## config.mk

```make
export PLATFORM = sky130hd
export DESIGN_NAME = t1bp_formatter
export DESIGN_NICKNAME = d
export VERILOG_FILES = /design/src/rtl/t1bp_pkg.sv /design/src/rtl/t1bp_seq.sv /design/src/rtl/t1bp_mf.sv /design/src/rtl/t1bp_slot_fmt.sv /design/src/rtl/t1bp_formatter.sv
export SDC_FILE = /design/constraint.sdc
export NUM_CORES = 1
export LEC_CHECK = 0
export BUFFER_PORTS_ARGS = -buffer_cell sky130_fd_sc_hd__buf_2
export CAP_MARGIN = 25
export CELL_PAD_IN_SITES_DETAIL_PLACEMENT = 0
export CELL_PAD_IN_SITES_GLOBAL_PLACEMENT = 2
export CORE_ASPECT_RATIO = 0.75
export CORE_UTILIZATION = 40
export CTS_BUF_LIST = sky130_fd_sc_hd__clkbuf_8 sky130_fd_sc_hd__clkbuf_16
export DETAILED_ROUTE_END_ITERATION = 10
export PLACE_DENSITY = 0.79
export SLEW_MARGIN = 25
export SYNTH_ARGS = -nofsm -noshare
export SYNTH_HDL_FRONTEND = slang
export SYNTH_HIERARCHICAL = 1
export SYNTH_SLANG_ARGS = --single-unit
```

## constraint.sdc

```tcl
create_clock -name clk -period 10.97 [get_ports clk]
set_clock_uncertainty 0.2 [all_clocks]
set_input_delay 2.194 -clock clk [delete_from_list [all_inputs] [get_ports clk]]
set_output_delay 2.194 -clock clk [all_outputs]
set_load 0.005 [all_outputs]
```

## src/rtl/t1bp_pkg.sv

```systemverilog
package t1bp_pkg;

    // Sequencer states
    typedef enum logic {
        SEQ_WAIT = 1'b0,
        SEQ_RUN  = 1'b1
    } seq_state_t;

    // Multiframe pulse states
    typedef enum logic {
        MF_LOW  = 1'b0,
        MF_HIGH = 1'b1
    } mf_state_t;

    // What a given output slot carries
    typedef enum logic [2:0] {
        SLOT_OFF   = 3'd0,
        SLOT_FPASS = 3'd1,
        SLOT_FDROP = 3'd2,
        SLOT_DATA  = 3'd3,
        SLOT_FILL  = 3'd4
    } slot_kind_t;

endpackage

```

## src/rtl/t1bp_seq.sv

```systemverilog
module t1bp_seq
    import t1bp_pkg::*;
#(
    parameter int unsigned T1_LEN    = 193,
    parameter int unsigned E1_LEN    = 256,
    parameter int unsigned CW        = 8,
    parameter int unsigned MF_FRAMES = 12,
    parameter int unsigned FW        = 4
) (
    input  logic          clk,
    input  logic          rst_n,
    input  logic          sys_fsync,
    input  logic          wide_mode,
    output logic          running,
    output logic [CW-1:0] bit_pos,
    output logic [FW-1:0] frame_idx,
    output logic          mf_start
);

    seq_state_t    st_q, st_d;
    logic          fsync_q;
    logic          rise;
    logic          at_end;
    logic          restart;
    logic [CW-1:0] last_pos;
    logic          idx_last;

    assign rise     = sys_fsync & ~fsync_q;
    assign last_pos = wide_mode ? CW'(E1_LEN - 1) : CW'(T1_LEN - 1);
    assign at_end   = (bit_pos >= last_pos);
    assign idx_last = (frame_idx == FW'(MF_FRAMES - 1));

    // State register
    always_ff @(posedge clk) begin
        if (!rst_n) begin
            st_q <= SEQ_WAIT;
        end else begin
            st_q <= st_d;
        end
    end

    // Next state and frame-start decisions
    always_comb begin
        st_d     = st_q;
        restart  = 1'b0;
        mf_start = 1'b0;
        unique case (st_q)
            SEQ_WAIT: begin
                if (rise) begin          // first sync
                    st_d     = SEQ_RUN;
                    restart  = 1'b1;
                    mf_start = 1'b1;
                end
            end
            SEQ_RUN: begin
                restart  = rise | at_end; // resync or wrap
                mf_start = restart & idx_last;
            end
            default: begin
                st_d = SEQ_WAIT;
            end
        endcase
    end

    // Bit and frame counters
    always_ff @(posedge clk) begin
        if (!rst_n) begin
            fsync_q   <= 1'b0;
            bit_pos   <= '0;
            frame_idx <= '0;
        end else begin
            fsync_q <= sys_fsync;
            if (restart) begin
                bit_pos <= '0;
                if (st_q == SEQ_WAIT || idx_last) begin
                    frame_idx <= '0;
                end else begin
                    frame_idx <= frame_idx + FW'(1);
                end
            end else if (st_q == SEQ_RUN) begin
                bit_pos <= bit_pos + CW'(1);
            end
        end
    end

    assign running = (st_q == SEQ_RUN);


    sync_realign_chk: assert property (@(posedge clk) disable iff (!rst_n)
        (sys_fsync && !fsync_q) |=> (bit_pos == '0 && running));


    pos_range_chk: assert property (@(posedge clk) disable iff (!rst_n)
        running |-> (bit_pos <= last_pos || $past(wide_mode) != wide_mode));


    frame_range_chk: assert property (@(posedge clk) disable iff (!rst_n)
        frame_idx < FW'(MF_FRAMES));

endmodule

```

## src/rtl/t1bp_mf.sv

```systemverilog
module t1bp_mf
    import t1bp_pkg::*;
#(
    parameter int unsigned MF_HOLD = 65,
    parameter int unsigned MW      = 7
) (
    input  logic clk,
    input  logic rst_n,
    input  logic mf_start,
    output logic mf_pulse
);

    mf_state_t     st_q, st_d;
    logic [MW-1:0] hold_q;
    logic          hold_done;

    assign hold_done = (hold_q == '0);

    // State register
    always_ff @(posedge clk) begin
        if (!rst_n) begin
            st_q <= MF_LOW;
        end else begin
            st_q <= st_d;
        end
    end

    always_comb begin
        st_d = st_q;
        unique case (st_q)
            MF_LOW: begin
                if (mf_start) st_d = MF_HIGH;        // mf start
            end
            MF_HIGH: begin
                if (mf_start)       st_d = MF_HIGH;  // mf start again
                else if (hold_done) st_d = MF_LOW;   // mf expire
            end
            default: st_d = MF_LOW;
        endcase
    end

    // Hold counter
    always_ff @(posedge clk) begin
        if (!rst_n) begin
            hold_q <= '0;
        end else if (mf_start) begin
            hold_q <= MW'(MF_HOLD - 1);
        end else if (st_q == MF_HIGH && !hold_done) begin
            hold_q <= hold_q - MW'(1);
        end
    end

    assign mf_pulse = (st_q == MF_HIGH);


    mf_rise_chk: assert property (@(posedge clk) disable iff (!rst_n)
        $rose(mf_pulse) |-> $past(mf_start));


    mf_fall_chk: assert property (@(posedge clk) disable iff (!rst_n)
        $fell(mf_pulse) |-> !$past(mf_start));

endmodule

```

## src/rtl/t1bp_slot_fmt.sv

```systemverilog
module t1bp_slot_fmt
    import t1bp_pkg::*;
#(
    parameter int unsigned T1_LEN   = 193,
    parameter int unsigned E1_LEN   = 256,
    parameter int unsigned CW       = 8,
    parameter int unsigned PAY_LAST = 192,
    parameter int unsigned PAR_LEAD = 8
) (
    input  logic          clk,
    input  logic          rst_n,
    input  logic          running,
    input  logic [CW-1:0] bit_pos,
    input  logic          wide_mode,
    input  logic          serial_mode,
    input  logic          store_bit,
    output logic          line_out,
    output logic          store_rd
);

    logic [CW:0]   frame_len;
    logic [CW-1:0] lead_pos;
    logic [CW-1:0] slot;
    slot_kind_t    kind;

    assign frame_len = wide_mode ? (CW+1)'(E1_LEN) : (CW+1)'(T1_LEN);

    generate
        if (PAR_LEAD > 0) begin : g_lead
            logic [CW:0] sum;
            assign sum      = {1'b0, bit_pos} + (CW+1)'(PAR_LEAD);
            assign lead_pos = (sum >= frame_len) ? CW'(sum - frame_len) : CW'(sum);
        end else begin : g_nolead
            assign lead_pos = bit_pos;
        end
    endgenerate

    assign slot = serial_mode ? bit_pos : lead_pos;

    // Classify the slot
    always_comb begin
        if (!running) begin
            kind = SLOT_OFF;
        end else if (slot == '0) begin
            kind = wide_mode ? SLOT_FDROP : SLOT_FPASS;
        end else if (!wide_mode || slot <= CW'(PAY_LAST)) begin
            kind = SLOT_DATA;
        end else begin
            kind = SLOT_FILL;
        end
    end

    // Outputs per slot kind
    always_comb begin
        line_out = 1'b1;
        store_rd = 1'b0;
        unique case (kind)
            SLOT_FPASS, SLOT_DATA: begin
                line_out = store_bit;
                store_rd = 1'b1;
            end
            SLOT_OFF, SLOT_FDROP, SLOT_FILL: begin
                line_out = 1'b1;
                store_rd = 1'b0;
            end
            default: begin
                line_out = 1'b1;
                store_rd = 1'b0;
            end
        endcase
    end


    wait_quiet_chk: assert property (@(posedge clk) disable iff (!rst_n)
        !running |-> (line_out && !store_rd));


    fill_ones_chk: assert property (@(posedge clk) disable iff (!rst_n)
        !store_rd |-> line_out);


    narrow_read_chk: assert property (@(posedge clk) disable iff (!rst_n)
        (running && !wide_mode) |-> store_rd);

endmodule

```

## src/rtl/t1bp_formatter.sv

```systemverilog
module t1bp_formatter
    import t1bp_pkg::*;
#(
    parameter int unsigned CH_BITS   = 8,
    parameter int unsigned T1_CH     = 24,
    parameter int unsigned E1_CH     = 32,
    parameter int unsigned MF_FRAMES = 12,
    parameter int unsigned MF_HOLD   = 65,
    parameter int unsigned PAR_LEAD  = 8
) (
    input  logic clk,
    input  logic rst_n,
    input  logic sys_fsync,
    input  logic wide_sel,
    input  logic serial_sel,
    input  logic store_bit,
    output logic line_out,
    output logic store_rd,
    output logic mfrm_pulse
);

    localparam int unsigned PAY_LAST = T1_CH * CH_BITS;
    localparam int unsigned T1_LEN   = PAY_LAST + 1;
    localparam int unsigned E1_LEN   = E1_CH * CH_BITS;
    localparam int unsigned MAX_LEN  = (E1_LEN > T1_LEN) ? E1_LEN : T1_LEN;
    localparam int unsigned CW       = $clog2(MAX_LEN);
    localparam int unsigned FW       = $clog2(MF_FRAMES + 1);
    localparam int unsigned MW       = $clog2(MF_HOLD + 1);

    logic          running;
    logic [CW-1:0] bit_pos;
    logic [FW-1:0] frame_idx;
    logic          mf_start;

    t1bp_seq #(
        .T1_LEN   (T1_LEN),
        .E1_LEN   (E1_LEN),
        .CW       (CW),
        .MF_FRAMES(MF_FRAMES),
        .FW       (FW)
    ) u_seq (
        .clk      (clk),
        .rst_n    (rst_n),
        .sys_fsync(sys_fsync),
        .wide_mode(wide_sel),
        .running  (running),
        .bit_pos  (bit_pos),
        .frame_idx(frame_idx),
        .mf_start (mf_start)
    );

    t1bp_mf #(
        .MF_HOLD(MF_HOLD),
        .MW     (MW)
    ) u_mf (
        .clk     (clk),
        .rst_n   (rst_n),
        .mf_start(mf_start),
        .mf_pulse(mfrm_pulse)
    );

    t1bp_slot_fmt #(
        .T1_LEN  (T1_LEN),
        .E1_LEN  (E1_LEN),
        .CW      (CW),
        .PAY_LAST(PAY_LAST),
        .PAR_LEAD(PAR_LEAD)
    ) u_fmt (
        .clk        (clk),
        .rst_n      (rst_n),
        .running    (running),
        .bit_pos    (bit_pos),
        .wide_mode  (wide_sel),
        .serial_mode(serial_sel),
        .store_bit  (store_bit),
        .line_out   (line_out),
        .store_rd   (store_rd)
    );


    mf_frame_zero_chk: assert property (@(posedge clk) disable iff (!rst_n)
        $rose(mfrm_pulse) |-> (frame_idx == '0 && bit_pos == '0));

endmodule

```

==> results.yml, run 1 <==
run_status:
  status: "complete, no violations"
placement:
  hpwl_um: 2930
  place_ws_ns: 4.15
  place_congestion: 0.843
  io_buffer_count: 8
sta:
  rsz0062_at_grt: "no"
  drv_slew: 0
  worst_slack_ns: 4.14
  setup_violations: 0
  tightestPinTransition_ns: 0.675
  timing.final.crit_share_pct: 62.3
  tns_ns: 0
  fmax_ghz: 0.146
  slew_headroom_pct: 54.8
  hold_violations: 0
  min_period_ns: 6.83
synthesis:
  synthFlopType: "dfxtp_1"
  synth_area_leader_cell: "dfxtp_1"
  yosys_register_bits: 22
  netlist_area_mm2: 0.00168
  synth_async_sr_flop_share_pct: 0
  synth_top_area_share_pct: 26.2
  synth-seq-area-share_pct: 26.2
  syn_avg_cell_area_um2: 8.62
  synth-edff-count: 0
  syn_inst: 195
  yosysUniqueCellTypes: 59
  syn_nets: 217
  yosys_warnings: 6
  synth.area.top_cells: "dfxtp_1 26%, ha_1 12%, nor2_1 4.5%"
route:
  drt_pass1_iterations: 4
  vias: 1548
  wl_um: 3850
  viasPerCell: 5.93
  wl_per_cell_um: 14.8
  drc: 0
  ant_nets: 0
  drt_iter0_drc: 107
floorplanning:
  start_util_pct: 41.7
  dieArea_mm2: 0.00447
  die_y_um: 58.2
  rows: 20
  coreArea_mm2: 0.00403
  die_x_um: 76.9
  pin_count: 9
hold_path:
  hold_class: "reg -> reg"
grt:
  grt_pass1_vias: 1449
  antenna_found_initial: 0
  grt_util_all_layers_pct: 18.4
  grt_overflow: 0
  grt_max_degree: 14
  grt_pass1_wl_um: 6570
critical_path:
  critPathArrivalTime_ns: 4.44
  crit_type: "in -> out"
  end_kind: "output port"
  crit_chain: "buf_2 > inv_1 > ha_1 > nor3b_2 > a211o_1 > and3_4 > mux2_4 > o32ai_4 > mux2i_1 > a211o_1 > buf_2"
  critPathLaunchType: "input port"
  max_stage_delay_ns: 0.37
  cp_max_fo: 7
  cp.required_ns: 8.58
  crit_slowest_cell: "nor3b_2"
pwr:
  power.leakage_uw: 0.000749
  irDropWorstVdd_mv: 0.0688
  power_density_mw_per_mm2: 104
  power.switching_uw: 48.5
  share_comb_of_total_power_pct: 15.7
  netSwitchingFraction_pct: 25.2
  seqPwrFrac_pct: 44.0
  p_int_uw: 144
  power_frac_clock_pct: 40.3
job:
  maxCapViolCount: 0
finish:
  syn_to_final_growth_pct: 10.3
  drive_above_1_share_pct: 11.2
  fillers: 401
  fin_nets: 229
  diodes: 0
clock_network:
  insertion_delay_ns: 0.26
  cts_tree: "yes"
  cts.sinks: 22
  post_cts.repair.setup_buffers: 0
  htree_levels: 1
  cts_hold_buf: 0
  cts_buffer_depth: 2
  ctsResizeCount: 0
  clkSlewWorstSetupHoldPaths_ns: 0.09
  cts-buffers-inserted: 3
  clockRootBuffer: "clkbuf_8"
==> synth_stat cells (2+ instances only) <==
cell type	instances
a211o_1	3
a211oi_1	3
a21oi_1	7
a31oi_1	4
and3_1	4
and4_1	2
dfxtp_1	22
ha_1	16
inv_1	13
mux2i_1	4
nand2_1	14
nand2b_1	2
nand3_1	5
nand4_1	10
nor2_1	20
nor2b_1	4
nor3b_1	2
nor4_1	3
o21ai_0	3
o31a_1	2
or3_1	3
or4b_1	2
xnor2_1	4
xor2_1	8
==> cell families after synthesis <==
group                      share of synthesized area (%)
AOI/OAI and AO/OA                                   19.7
xor gates and xnor gates                            6.25
muxes                                               3.27
DFF                                                 26.2
adders and majority gates                           11.9
buffers and inverters                               3.35
and+or+nand+nor                                     29.3
==> power groups by stage <==
| stage | sequential, uW | clock [uW] | combinational, uW |
|---|---|---|---|
| 6_report | 84.6 | 77.4 | 30.2 |
| 5_1_grt | 85.0 | 81.8 | 33.6 |
| 4_1_cts | 84.6 | 78.5 | 30.0 |
| 3_5_place_dp | 86.5 | 0 | 29.7 |
| 3_3_place_gp | 86.4 | 0 | 28.9 |
| 2_1_floorplan | 85.0 | 0 | 23.2 |
==> cell usage in the layout (no fill, tap or decap), types with 2 or more instances in the layout <==
cell type | netlist | final
a31oi_1 | 4 | 4
xor2_1 | 8 | 8
mux2i_1 | 4 | 4
nor4_1 | 3 | 3
ha_1 | 16 | 16
nor2_1 | 20 | 20
inv_1 | 13 | 13
nand4_1 | 10 | 10
buf_2 | 0 | 8
xnor2_1 | 4 | 4
a211oi_1 | 3 | 3
o31a_1 | 2 | 2
a211o_1 | 3 | 3
clkbuf_8 | 0 | 3
nor3b_1 | 2 | 2
and3_1 | 4 | 4
o21ai_0 | 3 | 3
nor2b_1 | 4 | 4
nand3_1 | 5 | 5
dfxtp_1 | 22 | 22
or3_1 | 3 | 3
nand2b_1 | 2 | 2
or4b_1 | 2 | 2
a21oi_1 | 7 | 7
nand2_1 | 14 | 14
and4_1 | 2 | 2
==> worst max-delay path, delay by kind of cell <==
family	cells	cell delay, ns
fa+ha+maj	1	0.17
compound gates	3	0.67
simple gates	2	0.59
buf+inv	3	0.37
mux	2	0.44
==> flip-flops by register name (all words and copies together) (netlist names) <==
| name | flops |
|---|---|
| u_mf/hold_q | 7 |
| u_seq/running | 1 |
| u_seq/fsync_q | 1 |
| u_seq/frame_idx | 4 |
| u_seq/bit_pos | 8 |
| u_mf/mf_pulse | 1 |
==> worst paths after layout <==
check        cells after the start                            start  slack, ns                         endpoint
max                             11                         wide_sel       4.14                         line_out
min                              2  u_seq/frame_idx[3]$_SDFFE_PN0P_       0.29  u_seq/frame_idx[3]$_SDFFE_PN0P_
max reg2reg                     10    u_seq/bit_pos[0]$_SDFFE_PP0P_       7.99      u_mf/hold_q[3]$_SDFFE_PP0P_
min reg2reg                      2  u_seq/frame_idx[3]$_SDFFE_PN0P_       0.29  u_seq/frame_idx[3]$_SDFFE_PN0P_
==> metal layers <==
metal	vias up	wire length (um)	GRT usage (%)
li1	758	-	-
met1	753	1920	25.0
met2	33	1740	30.6
met3	4	158	3.94
met4	0	29	3.30
met5	-	0	0
==> final cells by class <==
class | instances | area [um^2] | share of cell area [%]
clock inverters | 1 | 30.0 | 1.62
inverters | 13 | 48.8 | 2.63
flip-flops and latches | 22 | 440 | 23.8
well taps | 55 | 68.8 | 3.71
repair buffers | 8 | 40.0 | 2.16
clock buffers | 3 | 41.3 | 2.23
multi-input cells | 159 | 1180 | 63.9
==> stage by stage <==
| stage | total power (uW) | area [um^2] | util, % | hold WS (ns) | std cells |
|---|---|---|---|---|---|
| finish | 192 | 1850 | 46.0 | 0.295 | 261 |
| global route | 200 | 1850 | 46.0 | 0.334 | 261 |
| CTS | 193 | 1850 | 46.0 | 0.296 | 261 |
| detailed placement | 116 | 1780 | 44.3 | 0.286 | 257 |
| global placement | 115 | 1780 | 44.3 | 0.273 | 257 |
| floorplan | 108 | 1680 | - | 0.256 | 195 |
No activity file was read; power rests on OpenSTA's default activity.
==> run 2, diff against run 1 <==
- CORE_UTILIZATION: 40 -> 34
- PLACE_DENSITY: 0.79 -> 0.71
- clock period: 10.97 -> 6 ns (I/O delays scaled with it)
==> run 2 against run 1 <==
Compared with the run above: die area rose by 17%; flip-flop and latch count is the same; largest power group unchanged; register-to-register slack lost 5.0 ns; first-iteration DRC count decreased by 8.4%; power rose by 81%; clock power increased by 80%; critical path depth rose by 1.
==> results.yml, run 2 (synthesis results as in run 1) <==
grt:
  grt_util_all_layers_pct: 15.1
  grt_pass1_vias: 1418
  grt_pass1_wl_um: 6560
  antenna_found_initial: 0
  grt_overflow: 0
  grt_max_degree: 14
placement:
  placed_area_mm2: 0.00179
  place_congestion: 0.912
  io_buffer_count: 8
  placed_cells: 259
  hpwl_um: 2910
clock_network:
  cts-buffers-inserted: 3
  clockRootBuffer: "clkbuf_8"
  htree_levels: 1
  cts_hold_buf: 0
  clkSlewWorstSetupHoldPaths_ns: 0.08
  cts_tree: "yes"
  post_cts.repair.setup_buffers: 0
  insertion_delay_ns: 0.26
  cts_buffer_depth: 2
  cts.sinks: 22
  ctsResizeCount: 0
route:
  drc: 0
  wl_per_cell_um: 14.5
  vias: 1504
  ant_nets: 0
  drt_pass1_iterations: 4
  wl_um: 3810
  drt_iter0_drc: 98
  viasPerCell: 5.72
sta:
  rsz0062_at_grt: "no"
  tightestPinTransition_ns: 0.639
  tns_ns: 0
  hold_violations: 0
  timing.final.crit_share_pct: 81.4
  setup_violations: 0
  min_period_ns: 4.88
  whs_ns: 0.288
  fmax_ghz: 0.205
  drv_slew: 0
  slew_headroom_pct: 57.2
finish:
  fillers: 472
  diodes: 0
  syn_to_final_growth_pct: 10.4
  final_common_cell: "dfxtp_1"
  multi_input_area_mm2: 0.00118
  mostFrequentLayoutCells: "22 x dfxtp_1, 20 x nor2_1, 16 x ha_1, 14 x nand2_1, 13 x inv_1"
  drive_above_1_share_pct: 11.2
  largest_register: "u_seq/bit_pos"
  post_layout_nonfiller_instances: 263
  largest_reg_flops: 8
  design_area_mm2: 0.00186
  final-seq-area_um2: 440
  top_regs: "u_seq/bit_pos (8), u_mf/hold_q (7), u_seq/frame_idx (4)"
  fin_nets: 229
floorplanning:
  dieArea_mm2: 0.00523
  coreArea_mm2: 0.00460
  rows: 21
  start_util_pct: 36.6
  die_y_um: 62.9
  pin_count: 9
  die_x_um: 83.2
pwr:
  power_density_mw_per_mm2: 187
  irDropWorstVdd_mv: 0.102
  power.leakage_uw: 0.000749
critical_path:
  cp.required_ns: 4.60
  critPathArrivalTime_ns: 3.48
  cp_max_fo: 9
  critPathLaunchType: "flop"
  crit_type: "reg -> out"
  end_kind: "output port"
job:
  maxCapViolCount: 0
run_status:
  status: "complete, no violations"
hold_path:
  hold_class: "reg -> reg"
## run 2: cell counts in the layout (fill, tap and decap cells not counted)
Identical to the previous run, type by type.
## run 2: critical path: stages (launching register included)
cell and delay, ns:
dfxtp_1 0.52, ha_1 0.35, nand3_1 0.13, xnor2_1 0.19
ha_1 0.37, and4_1 0.20, nand4_1 0.20, and3_4 0.27
and4_1 0.22, o32ai_4 0.21, mux2i_1 0.13, a211o_1 0.30
buf_2 0.13
## run 2: final timing paths
path | end | slack [ns] | start | depth (start not counted)
max reg2reg | u_mf/hold_q[3]$_SDFFE_PP0P_ | 2.99 | u_seq/bit_pos[0]$_SDFFE_PP0P_ | 10
min | u_mf/hold_q[0]$_SDFFE_PP0P_ | 0.29 | u_mf/hold_q[0]$_SDFFE_PP0P_ | 2
min reg2reg | u_mf/hold_q[0]$_SDFFE_PP0P_ | 0.29 | u_mf/hold_q[0]$_SDFFE_PP0P_ | 2
max | line_out | 1.12 | u_seq/bit_pos[3]$_SDFFE_PP0P_ | 12
## run 2: cell type report
| cell class | instances | area share [%] |
|---|---|---|
| Inverter | 13 | 2.63 |
| Clock inverter | 1 | 1.62 |
| Sequential cell | 22 | 23.7 |
| Tap cell | 57 | 3.84 |
| Multi-Input combinational cell | 159 | 63.8 |
| Clock buffer | 3 | 2.22 |
| Timing Repair Buffer | 8 | 2.16 |
## run 2: per-layer routing
metal  wire length [um]  up-vias  part of all wire (%)  track usage, %
met5                  0        -                     0               0
met4                 12        0                  0.31            2.59
met3                178        2                   4.7            2.51
met2               1660       36                    44            24.4
met1               1960      717                    51            21.3
li1                   -      749                     -               -
## run 2: per-stage QoR
step	utilization (%)	worst slack [ns]	power [uW]
CTS	40.4	1.12	354
global route	40.4	0.861	369
floorplan	-	1.65	198
finish	40.4	1.12	348
global placement	38.8	1.22	211
detailed placement	38.8	1.16	212
## run 2: power by group
| group | switching [uW] | total [uW] | internal, uW |
|---|---|---|---|
| Sequential | 5.30 | 154 | 149 |
| Combinational | 30.5 | 54.7 | 24.2 |
| Clock | 49.6 | 139 | 89.1 |
| Total | 85.4 | 348 | 262 |
==> run 3, diff against run 2 <==
- CORE_UTILIZATION: 34 -> 37
- PLACE_DENSITY: 0.71 -> 0.74
- clock period: 6 -> 4.7 ns (I/O delays scaled with it)
==> run 3 against run 2 <==
Compared with the run above: sequential power up 28%; flip-flop and latch count unchanged; clock-buffer cell count up 1; final area up 0.27%; critical path type is now in -> out; largest power group unchanged; highest routed layer unchanged.
==> results.yml, run 3 (synthesis results as in run 1) <==
run_status:
  status: "complete, no violations"
finish:
  fin_nets: 232
  top_regs: "u_seq/bit_pos (8), u_mf/hold_q (7), u_seq/frame_idx (4)"
  diodes: 0
  drive_above_1_share_pct: 12.9
  largest_register: "u_seq/bit_pos"
  fin_util_pct: 44.3
  syn_to_final_growth_pct: 10.7
  largest_reg_flops: 8
  final_common_cell: "dfxtp_1"
  mostFrequentLayoutCells: "21 x dfxtp_1, 20 x nor2_1, 16 x ha_1, 14 x nand2_1, 13 x inv_1"
  post_layout_nonfiller_instances: 264
placement:
  place_congestion: 0.868
  hpwl_um: 3060
  io_buffer_count: 8
  placed_cells: 260
pwr:
  seqPwrFrac_pct: 48.7
  share_comb_of_total_power_pct: 17.5
  irDropWorstVdd_mv: 0.138
  power.switching_uw: 108
  power_density_mw_per_mm2: 217
  netSwitchingFraction_pct: 26.8
  p_int_uw: 296
  power_frac_clock_pct: 33.8
  power.leakage_uw: 0.000759
clock_network:
  cts-buffers-inserted: 3
  insertion_delay_ns: 0.26
  cts_tree: "yes"
  cts_hold_buf: 0
  clkSlewWorstSetupHoldPaths_ns: 0.08
  clockRootBuffer: "clkbuf_8"
  cts_buffer_depth: 2
  htree_levels: 1
  cts.sinks: 22
  post_cts.repair.setup_buffers: 0
critical_path:
  max_stage_delay_ns: 0.38
  cp.required_ns: 3.56
  crit_chain: "buf_2 > inv_1 > ha_1 > nor3b_2 > a211o_1 > and3_4 > mux2_4 > o32ai_4 > mux2i_1 > a211o_1 > buf_2"
  critPathTopFamily: "multiplexers"
  end_kind: "output port"
  cp_max_fo: 7
  crit_slowest_cell: "nor3b_2"
  crit_type: "in -> out"
  critPathLaunchType: "input port"
  cp.buffers_inverters: 3
  critPathArrivalTime_ns: 3.29
floorplanning:
  die_y_um: 60.4
  rows: 20
  pin_count: 9
  die_x_um: 79.8
  coreArea_mm2: 0.00420
  start_util_pct: 40.0
  dieArea_mm2: 0.00482
sta:
  tightestPinTransition_ns: 0.634
  min_period_ns: 4.43
  tns_ns: 0
  drv_slew: 0
  setup_violations: 0
  slew_headroom_pct: 57.5
  rsz0062_at_grt: "no"
  hold_violations: 0
  fmax_ghz: 0.226
  timing.final.crit_share_pct: 94.3
route:
  ant_nets: 0
  vias: 1535
  wl_um: 3920
  drt_pass1_iterations: 4
  drc: 0
  top_layer_used: "met4"
  wl_per_cell_um: 14.8
  wl_met1_um: 2050
  drt_iter0_drc: 142
  viasPerCell: 5.81
  met3WireLength_um: 203
  wl_met2_um: 1620
grt:
  antenna_found_initial: 0
  grt_max_degree: 13
  grt_pass1_vias: 1476
  grt_util_all_layers_pct: 18.5
  grt_overflow: 0
  grt_pass1_wl_um: 6870
hold_path:
  hold_class: "reg -> reg"
job:
  maxCapViolCount: 0
==> run 3: what timing repair did <==
action | 4_1_cts | 5_1_grt
resized for setup | 0 | 1
setup endpoints to repair | 0 | 1
hold endpoints to repair | 0 | 0
==> run 3: area by class of cell <==
class | count | area, um^2
well taps | 55 | 68.8
fillers | 428 | 2340
flip-flops and latches | 22 | 442
repair buffers | 11 | 62.6
inverters | 13 | 48.8
clock buffers | 4 | 55.1
multi-input cells | 159 | 1180
==> run 3: final timing paths <==
kind,end,slack (ns),from,depth (start not counted)
worst max-delay path,line_out,0.27,wide_sel,11
worst min-delay path,u_mf/hold_q[0]$_SDFFE_PP0P_,0.29,u_mf/hold_q[0]$_SDFFE_PP0P_,2
worst max register to register,u_mf/hold_q[3]$_SDFFE_PP0P_,1.71,u_seq/bit_pos[0]$_SDFFE_PP0P_,10
worst min register to register,u_mf/hold_q[0]$_SDFFE_PP0P_,0.29,u_mf/hold_q[0]$_SDFFE_PP0P_,2
==> run 3: layer usage <==
| metal | GRT usage, % | up-vias |
|---|---|---|
| met5 | 0 | - |
| met4 | 5.61 | 0 |
| met3 | 4.21 | 4 |
| met2 | 29.8 | 54 |
| met1 | 24.9 | 714 |
| li1 | - | 763 |
==> run 3: stage by stage <==
| stage | setup WS (ns) | power [uW] | hold slack, ns | cell area, um^2 |
|---|---|---|---|---|
| 2_1_floorplan | 0.863 | 252 | 0.256 | 1680 |
| 3_3_place_gp | 0.353 | 270 | 0.277 | 1810 |
| 3_5_place_dp | 0.313 | 272 | 0.286 | 1810 |
| 4_1_cts | 0.229 | 408 | 0.297 | 1860 |
| 5_1_grt | 0.0704 | 429 | 0.322 | 1860 |
| 6_report | 0.270 | 404 | 0.290 | 1860 |
==> run 3: power groups by stage <==
stage | logic [uW] | registers, uW | clock network, uW
2_1_floorplan | 54.1 | 198 | 0
3_3_place_gp | 67.9 | 202 | 0
3_5_place_dp | 70.3 | 202 | 0
4_1_cts | 70.6 | 197 | 141
5_1_grt | 79.3 | 198 | 152
6_report | 70.8 | 197 | 137
==> run 3: worst reg2reg max path: stages (launching register included) <==
cell       delay (ns)
dfxtp_1          0.48
inv_1            0.08
ha_1             0.28
nand2b_1         0.15
a2111oi_2        0.40
o21a_4           0.24
or2_1            0.16
nor2_1           0.08
or2b_2           0.35
a2111oi_1        0.37
a31o_1           0.15
